[config.mk]
export PLATFORM = sky130hd
export DESIGN_NAME = windowed_watchdog
export DESIGN_NICKNAME = d
export VERILOG_FILES = /design/src/rtl/wdt_pkg.sv /design/src/rtl/wdt_unlock.sv /design/src/rtl/wdt_counter.sv /design/src/rtl/wdt_regs.sv /design/src/rtl/windowed_watchdog.sv
export SDC_FILE = /design/constraint.sdc
export NUM_CORES = 1
export LEC_CHECK = 0
export BUFFER_PORTS_ARGS = -buffer_cell sky130_fd_sc_hd__buf_4
export CELL_PAD_IN_SITES_DETAIL_PLACEMENT = 1
export CELL_PAD_IN_SITES_GLOBAL_PLACEMENT = 2
export CORE_UTILIZATION = 38
export CTS_BUF_LIST = sky130_fd_sc_hd__clkbuf_8
export CTS_CLUSTER_SIZE = 24
export DETAILED_ROUTE_END_ITERATION = 8
export PLACE_DENSITY = 0.88
export SYNTH_ARGS = -nofsm -noshare
export SYNTH_HDL_FRONTEND = slang
export SYNTH_SLANG_ARGS = --single-unit
[constraint.sdc]
create_clock -name clk -period 5.8 [get_ports clk]
set_clock_uncertainty 0.1 [all_clocks]
set_input_delay 1.16 -clock clk [delete_from_list [all_inputs] [get_ports clk]]
set_output_delay 1.16 -clock clk [all_outputs]
set_load 0.01 [all_outputs]
[src/rtl/wdt_pkg.sv]
package wdt_pkg;
  localparam int DATA_W  = 32;
  localparam int CODE_W  = 4;
  localparam int CSEL_W  = 3;
  localparam int NUM_THR = 4;

  // threshold / event index
  localparam int T_LATE_IRQ  = 0;
  localparam int T_LATE_RST  = 1;
  localparam int T_EARLY_IRQ = 2;
  localparam int T_EARLY_RST = 3;

  // register byte offsets
  localparam int OFS_CTRL = 'h0;
  localparam int OFS_KICK = 'h4;
  localparam int OFS_CSEL = 'h8;
  localparam int OFS_CNT  = 'hC;

  localparam logic [7:0] KEY_FIRST  = 8'hA5;
  localparam logic [7:0] KEY_SECOND = 8'h5A;

  // control register bit positions
  localparam int B_LI     = 0;
  localparam int B_LR     = 4;
  localparam int B_RUN    = 8;
  localparam int B_F_LI   = 9;
  localparam int B_IRQ_EN = 10;
  localparam int B_RST_EN = 11;
  localparam int B_F_EI   = 12;
  localparam int B_EI     = 16;
  localparam int B_ER     = 20;
  localparam int B_WIN    = 29;
  localparam int B_F_ER   = 30;
  localparam int B_F_LR   = 31;

  typedef logic [NUM_THR-1:0] evt_t;

  typedef struct packed {
    logic win;
    logic rst_en;
    logic irq_en;
    logic run;
    logic [NUM_THR-1:0][CODE_W-1:0] code;
  } cfg_t;

  typedef enum logic {KEY_IDLE, KEY_ARMED} key_st_t;
endpackage

[src/rtl/wdt_unlock.sv]
module wdt_unlock
  import wdt_pkg::*;
(
  input  logic       clk,
  input  logic       rst,
  input  logic       wr,
  input  logic       sel,
  input  logic [7:0] data,
  output logic       kick
);
  key_st_t st;
  logic    key_wr;

  assign key_wr = wr && sel;
  assign kick   = key_wr && (st == KEY_ARMED) && (data == KEY_SECOND);

  always_ff @(posedge clk) begin
    if (rst) begin
      st <= KEY_IDLE;
    end else if (key_wr) begin
      if (data == KEY_FIRST) st <= KEY_ARMED;
      else                   st <= KEY_IDLE;
    end
  end

  // the armed state is only entered through a first-key write
  p_arm_by_key_r3: assert property (@(posedge clk) disable iff (rst)
    (st == KEY_ARMED && $past(st) == KEY_IDLE) |-> $past(key_wr && data == KEY_FIRST));
endmodule

[src/rtl/wdt_counter.sv]
module wdt_counter
  import wdt_pkg::*;
#(
  parameter int MAX_EXP = 31,
  parameter int CNT_W   = MAX_EXP + 1
)(
  input  logic                           clk,
  input  logic                           rst,
  input  logic                           run,
  input  logic                           win,
  input  logic                           kick,
  input  logic [NUM_THR-1:0][CODE_W-1:0] codes,
  output logic [CNT_W-1:0]               count,
  output evt_t                           evt
);
  localparam logic [CNT_W-1:0] CNT_TOP = '1;
  localparam logic [CNT_W-1:0] ONE     = CNT_W'(1);

  logic [CNT_W-1:0] thr [NUM_THR];

  generate
    for (genvar t = 0; t < NUM_THR; t++) begin : g_thr
      assign thr[t] = ONE << (MAX_EXP - int'(codes[t]));
    end
  endgenerate

  always_ff @(posedge clk) begin
    if (rst || !run || kick) count <= '0;
    else if (count != CNT_TOP) count <= count + ONE;
  end

  always_comb begin
    evt              = '0;
    evt[T_LATE_IRQ]  = run && (count == thr[T_LATE_IRQ]);
    evt[T_LATE_RST]  = run && (count == thr[T_LATE_RST]);
    evt[T_EARLY_IRQ] = run && win && kick && (count < thr[T_EARLY_IRQ]);
    evt[T_EARLY_RST] = run && win && kick && (count < thr[T_EARLY_RST]);
  end

  // disabled counter is held at zero
  p_hold_off_r8: assert property (@(posedge clk) disable iff (rst)
    !run |=> count == '0);
  // a completed key restarts the count
  p_restart_r3: assert property (@(posedge clk) disable iff (rst)
    kick |=> count == '0);
  // no wrap back to zero without a restart
  p_no_wrap_r11: assert property (@(posedge clk) disable iff (rst)
    (run && !kick && count != '0) |=> count != '0);
  // a late event lasts a single cycle
  p_late_once_r11: assert property (@(posedge clk) disable iff (rst)
    evt[T_LATE_IRQ] |=> !evt[T_LATE_IRQ]);
endmodule

[src/rtl/wdt_regs.sv]
module wdt_regs
  import wdt_pkg::*;
#(
  parameter int CNT_W  = 32,
  parameter int ADDR_W = 4
)(
  input  logic              clk,
  input  logic              rst,
  input  logic              wr,
  input  logic [ADDR_W-1:0] addr,
  input  logic [DATA_W-1:0] wdata,
  input  evt_t              evt,
  input  logic [CNT_W-1:0]  count,
  output cfg_t              cfg,
  output logic [CSEL_W-1:0] csel,
  output logic [DATA_W-1:0] rdata,
  output logic              irq,
  output logic              rst_req
);
  evt_t              flags, clr;
  logic              ctrl_wr, csel_wr;
  logic [DATA_W-1:0] ctrl_view, rd_mux;
  logic              unused_bits;

  assign unused_bits = ^{wdata[15:13], wdata[28:24]};
  assign ctrl_wr = wr && (addr == ADDR_W'(OFS_CTRL));
  assign csel_wr = wr && (addr == ADDR_W'(OFS_CSEL));

  always_comb begin
    clr              = '0;
    clr[T_LATE_IRQ]  = ctrl_wr && wdata[B_F_LI];
    clr[T_LATE_RST]  = ctrl_wr && wdata[B_F_LR];
    clr[T_EARLY_IRQ] = ctrl_wr && wdata[B_F_EI];
    clr[T_EARLY_RST] = ctrl_wr && wdata[B_F_ER];
  end

  always_comb begin
    ctrl_view                  = '0;
    ctrl_view[B_LI +: CODE_W]  = cfg.code[T_LATE_IRQ];
    ctrl_view[B_LR +: CODE_W]  = cfg.code[T_LATE_RST];
    ctrl_view[B_EI +: CODE_W]  = cfg.code[T_EARLY_IRQ];
    ctrl_view[B_ER +: CODE_W]  = cfg.code[T_EARLY_RST];
    ctrl_view[B_RUN]           = cfg.run;
    ctrl_view[B_IRQ_EN]        = cfg.irq_en;
    ctrl_view[B_RST_EN]        = cfg.rst_en;
    ctrl_view[B_WIN]           = cfg.win;
    ctrl_view[B_F_LI]          = flags[T_LATE_IRQ];
    ctrl_view[B_F_LR]          = flags[T_LATE_RST];
    ctrl_view[B_F_EI]          = flags[T_EARLY_IRQ];
    ctrl_view[B_F_ER]          = flags[T_EARLY_RST];
  end

  always_comb begin
    rd_mux = '0;
    if (addr == ADDR_W'(OFS_CTRL))      rd_mux = ctrl_view;
    else if (addr == ADDR_W'(OFS_CSEL)) rd_mux = DATA_W'(csel);
    else if (addr == ADDR_W'(OFS_CNT))  rd_mux = DATA_W'(count);
  end

  always_ff @(posedge clk) begin
    if (rst) begin
      cfg     <= '0;
      flags   <= '0;
      csel    <= '0;
      rdata   <= '0;
      irq     <= 1'b0;
      rst_req <= 1'b0;
    end else begin
      if (ctrl_wr) begin
        cfg.code[T_LATE_IRQ]  <= wdata[B_LI +: CODE_W];
        cfg.code[T_LATE_RST]  <= wdata[B_LR +: CODE_W];
        cfg.code[T_EARLY_IRQ] <= wdata[B_EI +: CODE_W];
        cfg.code[T_EARLY_RST] <= wdata[B_ER +: CODE_W];
        cfg.run               <= wdata[B_RUN];
        cfg.irq_en            <= wdata[B_IRQ_EN];
        cfg.rst_en            <= wdata[B_RST_EN];
        cfg.win               <= wdata[B_WIN];
      end
      if (csel_wr) csel <= wdata[CSEL_W-1:0];
      flags   <= (flags & ~clr) | evt;
      irq     <= cfg.irq_en && (flags[T_LATE_IRQ] || flags[T_EARLY_IRQ]);
      rst_req <= cfg.rst_en && (evt[T_LATE_RST] || evt[T_EARLY_RST]);
      rdata   <= rd_mux;
    end
  end

  // every reset request is backed by a recorded reset flag
  p_rst_has_cause_r5: assert property (@(posedge clk) disable iff (rst)
    rst_req |-> (flags[T_LATE_RST] || flags[T_EARLY_RST]));
  // a set flag survives any write that does not clear it
  p_flag_sticky_r9: assert property (@(posedge clk) disable iff (rst)
    (flags[T_LATE_IRQ] && !clr[T_LATE_IRQ]) |=> flags[T_LATE_IRQ]);
  // without window mode the early flags never rise
  p_compat_quiet_r7: assert property (@(posedge clk) disable iff (rst)
    (!cfg.win && !flags[T_EARLY_IRQ] && !flags[T_EARLY_RST])
      |=> !(flags[T_EARLY_IRQ] || flags[T_EARLY_RST]));
endmodule

[src/rtl/windowed_watchdog.sv]
module windowed_watchdog
  import wdt_pkg::*;
#(
  parameter int MAX_EXP = 31,
  parameter int ADDR_W  = 4
)(
  input  logic              clk,
  input  logic              rst,
  input  logic              bus_wr,
  input  logic [ADDR_W-1:0] bus_addr,
  input  logic [31:0]       bus_wdata,
  output logic [31:0]       bus_rdata,
  output logic              irq,
  output logic              rst_req,
  output logic [2:0]        clk_sel
);
  localparam int CNT_W = MAX_EXP + 1;

  cfg_t             cfg;
  evt_t             evt;
  logic             kick, kick_sel;
  logic [CNT_W-1:0] count;

  assign kick_sel = (bus_addr == ADDR_W'(OFS_KICK));

  wdt_unlock u_unlock (
    .clk  (clk),
    .rst  (rst),
    .wr   (bus_wr),
    .sel  (kick_sel),
    .data (bus_wdata[7:0]),
    .kick (kick)
  );

  wdt_counter #(.MAX_EXP(MAX_EXP), .CNT_W(CNT_W)) u_counter (
    .clk   (clk),
    .rst   (rst),
    .run   (cfg.run),
    .win   (cfg.win),
    .kick  (kick),
    .codes (cfg.code),
    .count (count),
    .evt   (evt)
  );

  wdt_regs #(.CNT_W(CNT_W), .ADDR_W(ADDR_W)) u_regs (
    .clk     (clk),
    .rst     (rst),
    .wr      (bus_wr),
    .addr    (bus_addr),
    .wdata   (bus_wdata),
    .evt     (evt),
    .count   (count),
    .cfg     (cfg),
    .csel    (clk_sel),
    .rdata   (bus_rdata),
    .irq     (irq),
    .rst_req (rst_req)
  );
endmodule

After elaboration in Yosys (flattened, before gate mapping)
Cells that the tools add are included.
{ "op_classes": {"addsub": 5, "n_lt_le_gt_ge": 2, "n_eq_ne": 8, "n_shift": 4, "n_mux": 4, "n_bitwise": 4, "reduce_logical": 24} }
{ "op_table": {"columns": ["cell", "n"], "rows": [
  ["$shl A1 B32 Y32 const A", 4],
  ["$mux W32", 3],
  ["$eq A32 B32 Y1", 2],
  ["$lt A32 B32 Y1", 2],
  ["$add A32 B1 Y32 const B", 1],
  ["$ne A32 B32 Y1 const B", 1],
  ["$sub A5 B4 Y6 const A", 4],
  ["$logic_and A1 B1 Y1", 17],
  ["$eq A4 B4 Y1 const B", 2],
  ["$eq A8 B7 Y1 const B", 1],
  ["$eq A8 B8 Y1 const B", 1],
  ["$and A4 B4 Y4", 1],
  ["$eq A4 B3 Y1 const B", 1],
  ["$logic_not A4 Y1", 1],
  ["$logic_or A1 B1 Y1", 4],
  ["$not A4 Y4", 1],
  ["$or A4 B4 Y4", 1],
  ["$reduce_or A4 Y1", 1],
  ["$logic_not A1 Y1", 1],
  ["$mux W1", 1],
  ["$not A1 Y1", 1]
]} }
{ "word_totals": {"regBits": 94, "inputBits": 39, "out_inout_bits": 37, "word_cells": 67} }

Logic depth before layout (Yosys ltp)
Gate-level depths: netlist of the first run.
{ "logic_depth": {"depth_word": 8, "mapped_depth": 10, "mapped_depth_nobuf": 9} }

Modules after synthesis
From an unflattened synthesis of the first run, not the netlist that was laid out.
{ "unflattened": {"hier_cells": 670, "area_unflattened_um2": 5780.5} }
{ "by_module_without_submodules": {"columns": ["mod", "n_inst", "cells_each", "area_each_um2", "seq_area_each_um2"], "rows": [
  ["wdt_counter", 1, 450, 3400.8, 640.6],
  ["wdt_regs", 1, 208, 2259.7, 1221.2],
  ["wdt_unlock", 1, 11, 105.1, 20.0],
  ["windowed_watchdog", 1, 1, 15.0, 0.0]
]} }

Least setup slack after synthesis of the first run
OpenSTA, ideal clock, no wires.
{ "synth_timing": {"path_type": "input to register", "startpoint": "input port rst", "endpoint": "register u_regs.rdata[12]", "setup_time_ps": 61, "t_arrival_ps": 2578, "setup_slack_ps": 3061, "path_stages": 6, "n_path_buf": 3, "cell_sequence": "clkbuf_1 > or3_1 > clkbuf_1 > nor2_1 > clkbuf_1 > a22o_1"} }
{ "synth_lines": {"columns": ["element", "line", "text"], "rows": [
  ["from (decl)", "windowed_watchdog.sv:8", "input logic rst,"],
  ["to (signal assigned)", "wdt_regs.sv:83", "rdata <= rd_mux;"],
  ["to (decl)", "wdt_regs.sv:16", "output logic [DATA_W-1:0] rdata,"]
]} }

Final worst setup path of the first run
{ "layout_timing": {"startpoint": "register u_counter.count[28]", "endpoint": "register u_counter.count[13]"} }
{ "layout_via": {"elab_chain_cells": 1} }
{ "layout_lines": {"columns": ["element", "line", "text"], "rows": [
  ["from (decl)", "wdt_counter.sv:13", "output logic [CNT_W-1:0] count,"],
  ["from (signal assigned)", "wdt_counter.sv:29", "else if (count != CNT_TOP) count <= count + ONE;"],
  ["$ne A32 B32 Y1", "wdt_counter.sv:29", null]
]} }
No other way between the ends.
A chain may end at the register's enable or synchronous reset.

==> out/results.tsv, run 1 <==
metric	value	unit
clock_sink_count	94	
floorplan.core_area	0.01393	mm2
syn_nets	756	
first_drt_pass_iteration_count	5	
timing.rr.start	u_counter.count[28]	
reg2reg_slack	2.82	ns
netlist_area	0.005451	mm2
routed-via-count	5127	
finalHoldViolCount	0	
critical_path_peak_fanout	15	
power.net_switching	0.0002844	W
fin_tns_setup	0	ns
synthCells	683	
cap_viol_max_count	0	
die_area	0.01483	mm2
post-route-min-period	2.979	ns
route.final.wire_length	16510	um
worst_setup_path_startpoint	u_counter.count[28]	
report.final.slew_viol_count	0	
filler_cell_count	1682	
post-cts-setup-buffers	0	
grt_antenna_before_repair	0	
outcome	finished, final reports clean	
fmax	335.6	MHz
synth-seq-area-share	34.52	%
share_comb_of_total_power	4.5	%
clock_pin_slew_on_the_worst_setup_and_hold_paths	0.10	ns
worstSetupStartpointType	flip-flop	
cts.htree.levels	3	
most_common_flop_cell_mapped_by_yosys	sky130_fd_sc_hd__dfxtp_1	
grt_start_max_net_pins	35	
half_perimeter_wire_length_after_detailed_placement	11830	um
die_height	121.8	um
route.detailed.wl_per_inst	18.51	um
grt-ovfl-total	0	
grt_setup_unrepaired	no	
placement.io_buffers	67	
clk_root_buffer_cell	sky130_fd_sc_hd__clkbuf_8	
worst-r2r-cell-count	6	
gpl.final_weighted_congestion	0.8539	
preCtsSetupSlack	2.863	ns
layout-drive-gt1-share	13.76	%
io_pins	76	
internal_power	0.0008703	W
grt_usage	23.55	%
worst_min_delay_path_category	flip-flop to flip-flop	
ys_warns	0	
worst-endpoint-required	5.97	ns
most-common-layout-cells	sky130_fd_sc_hd__nand2_1, sky130_fd_sc_hd__dfxtp_1, sky130_fd_sc_hd__buf_4	
sequential_cell_area	0.001882	mm2
route.detailed.drc	0	
via_per_inst	5.748	
yosys_register_bits	94	
max-clock-path-buffers	2	
fin_nets	781	
die_w	121.8	um
mostFrequentLayoutCell	sky130_fd_sc_hd__nand2_1	
syn-mean-instance-area	7.982	um2
stdcell_count	892	
timing_worst_setup_path_type	flip-flop to flip-flop	
antenna_cells	0	
start_util	39.12	%
cts_hold_repair.buffers	0	
vdd_ir_drop_max	0.1069	mV
setup.worst_path.end	u_counter.count[13]	
synth_area_leaders	sky130_fd_sc_hd__dfxtp_1, sky130_fd_sc_hd__ha_1, sky130_fd_sc_hd__nand2_1, sky130_fd_sc_hd__nor2_1, sky130_fd_sc_hd__a21oi_1	
final.hold.worst_slack	0.3661	ns
ant_nets	0	
worst_slew_margin_rel	42.51	%
static_leakage	2.265	nW
crit_path_end_kind	flip-flop	
grt_pass1_vias	5152	
areaGrowthSynthToFinish	12.53	%
proportion_of_netlist_area_held_by_the_largest_area_contributor	34.52	%
placement_cell_area	0.005947	mm2
yosysUniqueCellTypes	67	
async_reset_ff_share	0	%
grt_first_pass_wirelength	26840	um
p_per_area	188.2	mW/mm2
setup_viol	0	
worst_pin_slew	0.8623	ns
synth_edf_count	0	
numCtsBuffers	9	
period_share	51.37	%
multiInputGateArea	0.003281	mm2
crit_arrival	3.15	ns
starting_drt_drc_count	300	
rows	43	
place.detailed.instances	877	
clock_latency	0.38	ns
share_seq_of_total_power	56.6	%
fin_area	0.006135	mm2
regToRegEndpoint	u_counter.count[13]	
finalWorstSetupSlack	2.821	ns
tritoncts_clock_tree	built	
cts_resized	0	
switching_share	24.63	%
synth_largest_area_cell	sky130_fd_sc_hd__dfxtp_1	
power.clock.fraction	38.9	%
[critical path: stages, from the launching register on]
cell,delay (ns)
sky130_fd_sc_hd__dfxtp_1,0.76
sky130_fd_sc_hd__nand4_2,0.25
sky130_fd_sc_hd__or4_4,0.55
sky130_fd_sc_hd__or3_1,0.69
sky130_fd_sc_hd__and4b_1,0.32
sky130_fd_sc_hd__xnor2_1,0.13
sky130_fd_sc_hd__nor2_1,0.05
[cells in the mapped netlist, drive strengths merged (14+ instances only)]
cell type / n
clkbuf: 46
nand3: 28
a21oi: 46
xor2: 15
nand4: 19
a22o: 20
dfxtp: 94
ha: 34
o21ai: 17
nor2b: 14
nand2: 102
nor2: 70
[final cells by class]
class                      count  share of cell area, %
clock buffer                   9                  2.019
clock inverter                 6                  1.040
inverter                       9                 0.5507
multi-input combinational    524                  53.48
sequential                    94                  30.68
tap                          180                  3.671
timing repair buffer          70                  8.566
[worst min path at each step]
stage                     cells after the start       startpoint         endpoint  slack, ns
after floorplan                               2  u_regs.flags[3]  u_regs.flags[3]       0.33
after global placement                        2  u_regs.flags[1]  u_regs.flags[1]       0.35
after detailed placement                      2  u_regs.flags[1]  u_regs.flags[1]       0.36
after CTS                                     2  u_regs.flags[1]  u_regs.flags[1]       0.37
after global routing                          2  u_regs.flags[1]  u_regs.flags[1]       0.39
final                                         2  u_regs.flags[1]  u_regs.flags[1]       0.37
[power groups by stage]
| stage | Combinational [W] | Clock [W] | Sequential, W |
|---|---|---|---|
| floorplan | 0.0000293 | 0 | 0.000664 |
| global placement | 0.0000504 | 0 | 0.000669 |
| detailed placement | 0.0000520 | 0 | 0.000669 |
| CTS | 0.0000522 | 0.000459 | 0.000654 |
| global route | 0.0000577 | 0.000486 | 0.000655 |
| finish | 0.0000521 | 0.000449 | 0.000654 |
[layer usage]
metal | wire [um] | GRT usage, %
met2 | 7658 | 37.96
met4 | 412 | 10.03
met5 | 0 | 0
met3 | 852 | 3.886
met1 | 7589 | 30.93
[logic make-up (layout without fill, tap and decap cells)]
group,after synthesis,in the layout,share of synthesized area (%)
fa+ha+maj,34,34,7.804
flops,94,94,34.52
mux,7,7,1.285
xor+xnor,26,26,4.177
simple gates,310,310,28.58
buf+inv,65,94,5.348
compound gates,147,147,18.29
[state kept, by name, summed over array words and instances (netlist names)]
name and flops:
u_counter.count 32, u_regs.cfg 20, u_regs.csel 3, u_regs.flags 4, u_regs.irq 1, u_regs.rdata 32
u_regs.rst_req 1, u_unlock.st 1
[through the flow]
step / utilization [%] / total power (W)
6_report: 44.02 / 0.001155
5_1_grt: 44.02 / 0.001199
4_1_cts: 44.02 / 0.001165
3_5_place_dp: 42.68 / 0.0007210
3_3_place_gp: 42.68 / 0.0007192
2_1_floorplan: - / 0.0006932
Power figures use the tool's default switching activity.
==> inputs of run 2 (changes only) <==
CORE_UTILIZATION = 32   (was 38)
PLACE_DENSITY = 0.79   (was 0.88)
clock period = 2.5 ns   (was 5.8 ns; I/O delays follow)
==> out/results.tsv, run 2 (synthesis gave the netlist of run 1 again) <==
metric	value	unit
reg.largest.list	u_counter.count x32, u_regs.rdata x32, u_regs.cfg x20	
grt_start_max_net_pins	33	
grt_antenna_before_repair	0	
first_drt_pass_iteration_count	4	
clock_pin_slew_on_the_worst_setup_and_hold_paths	0.10	ns
placement_cell_area	0.006285	mm2
cap_viol_max_count	0	
setup_viol	0	
post_layout_power	0.002821	W
cts.htree.levels	3	
period_share	92.44	%
areaGrowthSynthToFinish	19.76	%
grt_pass1_vias	5367	
route.final.wire_length	17630	um
routed-via-count	5302	
worst_min_delay_path_category	input port to flip-flop	
finalHoldViolCount	0	
final.hold.worst_slack	0.2630	ns
placement.io_buffers	67	
crit_arrival	2.50	ns
p_per_area	432.0	mW/mm2
post-route-min-period	2.311	ns
worst_slew_margin_rel	59.64	%
die_area	0.01756	mm2
outcome	finished, final reports clean	
rows	47	
place.detailed.instances	952	
most-common-layout-cells	sky130_fd_sc_hd__buf_4, sky130_fd_sc_hd__nand2_1, sky130_fd_sc_hd__dfxtp_1	
ant_nets	0	
max-clock-path-buffers	2	
grt-ovfl-total	0	
die_height	132.5	um
mostFrequentLayoutCell	sky130_fd_sc_hd__buf_4	
grt_setup_unrepaired	no	
via_per_inst	5.477	
worst_pin_slew	0.6046	ns
vdd_ir_drop_max	0.2395	mV
fin_area	0.006529	mm2
fmax	432.7	MHz
stdcell_count	968	
grt_usage	20.66	%
half_perimeter_wire_length_after_detailed_placement	12970	um
critical_path_peak_fanout	12	
route.detailed.drc	0	
antenna_cells	0	
layout-drive-gt1-share	18.85	%
fin_nets	816	
worstSetupStartpointType	flip-flop	
grt_first_pass_wirelength	28430	um
cts_hold_repair.buffers	0	
route.detailed.wl_per_inst	18.21	um
static_leakage	2.471	nW
fin_tns_setup	0	ns
tritoncts_clock_tree	built	
clk_root_buffer_cell	sky130_fd_sc_hd__clkbuf_8	
timing_worst_setup_path_type	flip-flop to flip-flop	
io_pins	76	
clock_sink_count	94	
numCtsBuffers	9	
report.final.slew_viol_count	0	
gpl.final_weighted_congestion	0.8365	
filler_cell_count	2031	
floorplan.core_area	0.01658	mm2
starting_drt_drc_count	287	
die_w	132.5	um
clock_latency	0.39	ns
crit_path_end_kind	flip-flop	
worst-endpoint-required	2.69	ns
start_util	32.87	%
[run 2: cell count changes in the layout (fill, tap and decap cells not counted), sizes merged]
cell,before,now
buf,70,105
bufinv,1,2
clkinv,3,0
clkinvlp,0,2
inv,11,12
[run 2: area by class of cell]
type / instances / area [um2] / share of cell area, %
multi-input combinational: 524 / 3296 / 50.48
sequential: 94 / 1883 / 28.84
timing repair buffer: 105 / 813.3 / 12.46
tap: 220 / 275.3 / 4.216
clock buffer: 9 / 123.9 / 1.897
clock inverter: 7 / 103.9 / 1.591
inverter: 9 / 33.78 / 0.5174
[run 2: where the power goes]
| group | total [W] | switching (W) | leakage [nW] | internal, W |
|---|---|---|---|---|
| Clock | 0.00117 | 0.000598 | 0.108 | 0.000577 |
| Sequential | 0.00151 | 0.0000106 | 0.758 | 0.00150 |
| Combinational | 0.000133 | 0.0000710 | 1.60 | 0.0000621 |
[run 2: stage by stage]
| stage | util, % | setup WS [ns] |
|---|---|---|
| finish | 39.37 | 0.1890 |
| global route | 39.37 | 0.02956 |
| CTS | 39.27 | 0.1068 |
| detailed placement | 37.90 | 0.1505 |
| global placement | 37.90 | 0.1792 |
| floorplan | - | 0.2439 |
[run 2: timing repair]
item | in CTS | in global routing
buffers inserted | 0 | 0
endpoints found under the setup margin | 0 | 5
resized for setup | 0 | 6
[run 2: routing by layer]
layer  wire (um)  vias up  track usage, %
li1            -     2543               -
met1        8196     2625           26.60
met2        8341      106           34.85
met3         670       28           2.567
met4         422        0           8.429
met5           0        -               0
[run 2: final timing paths]
kind | to | slack [ns] | cells after the start | from
max reg2reg | u_counter.count[8] | 0.19 | 8 | u_counter.count[1]
min | u_regs.cfg[12] | 0.26 | 3 | bus_wdata[20]
max | u_counter.count[8] | 0.19 | 8 | u_counter.count[1]
min reg2reg | u_regs.flags[1] | 0.37 | 2 | u_regs.flags[1]
[run 2: critical path: stages, from the launching register on]
cell and delay, ns:
sky130_fd_sc_hd__dfxtp_1 0.41, sky130_fd_sc_hd__ha_1 0.21, sky130_fd_sc_hd__nand2_1 0.11, sky130_fd_sc_hd__or3_1 0.46, sky130_fd_sc_hd__or3_4 0.44, sky130_fd_sc_hd__buf_12 0.17, sky130_fd_sc_hd__nand4_1 0.10, sky130_fd_sc_hd__xor2_1 0.15
sky130_fd_sc_hd__nor2_1 0.06
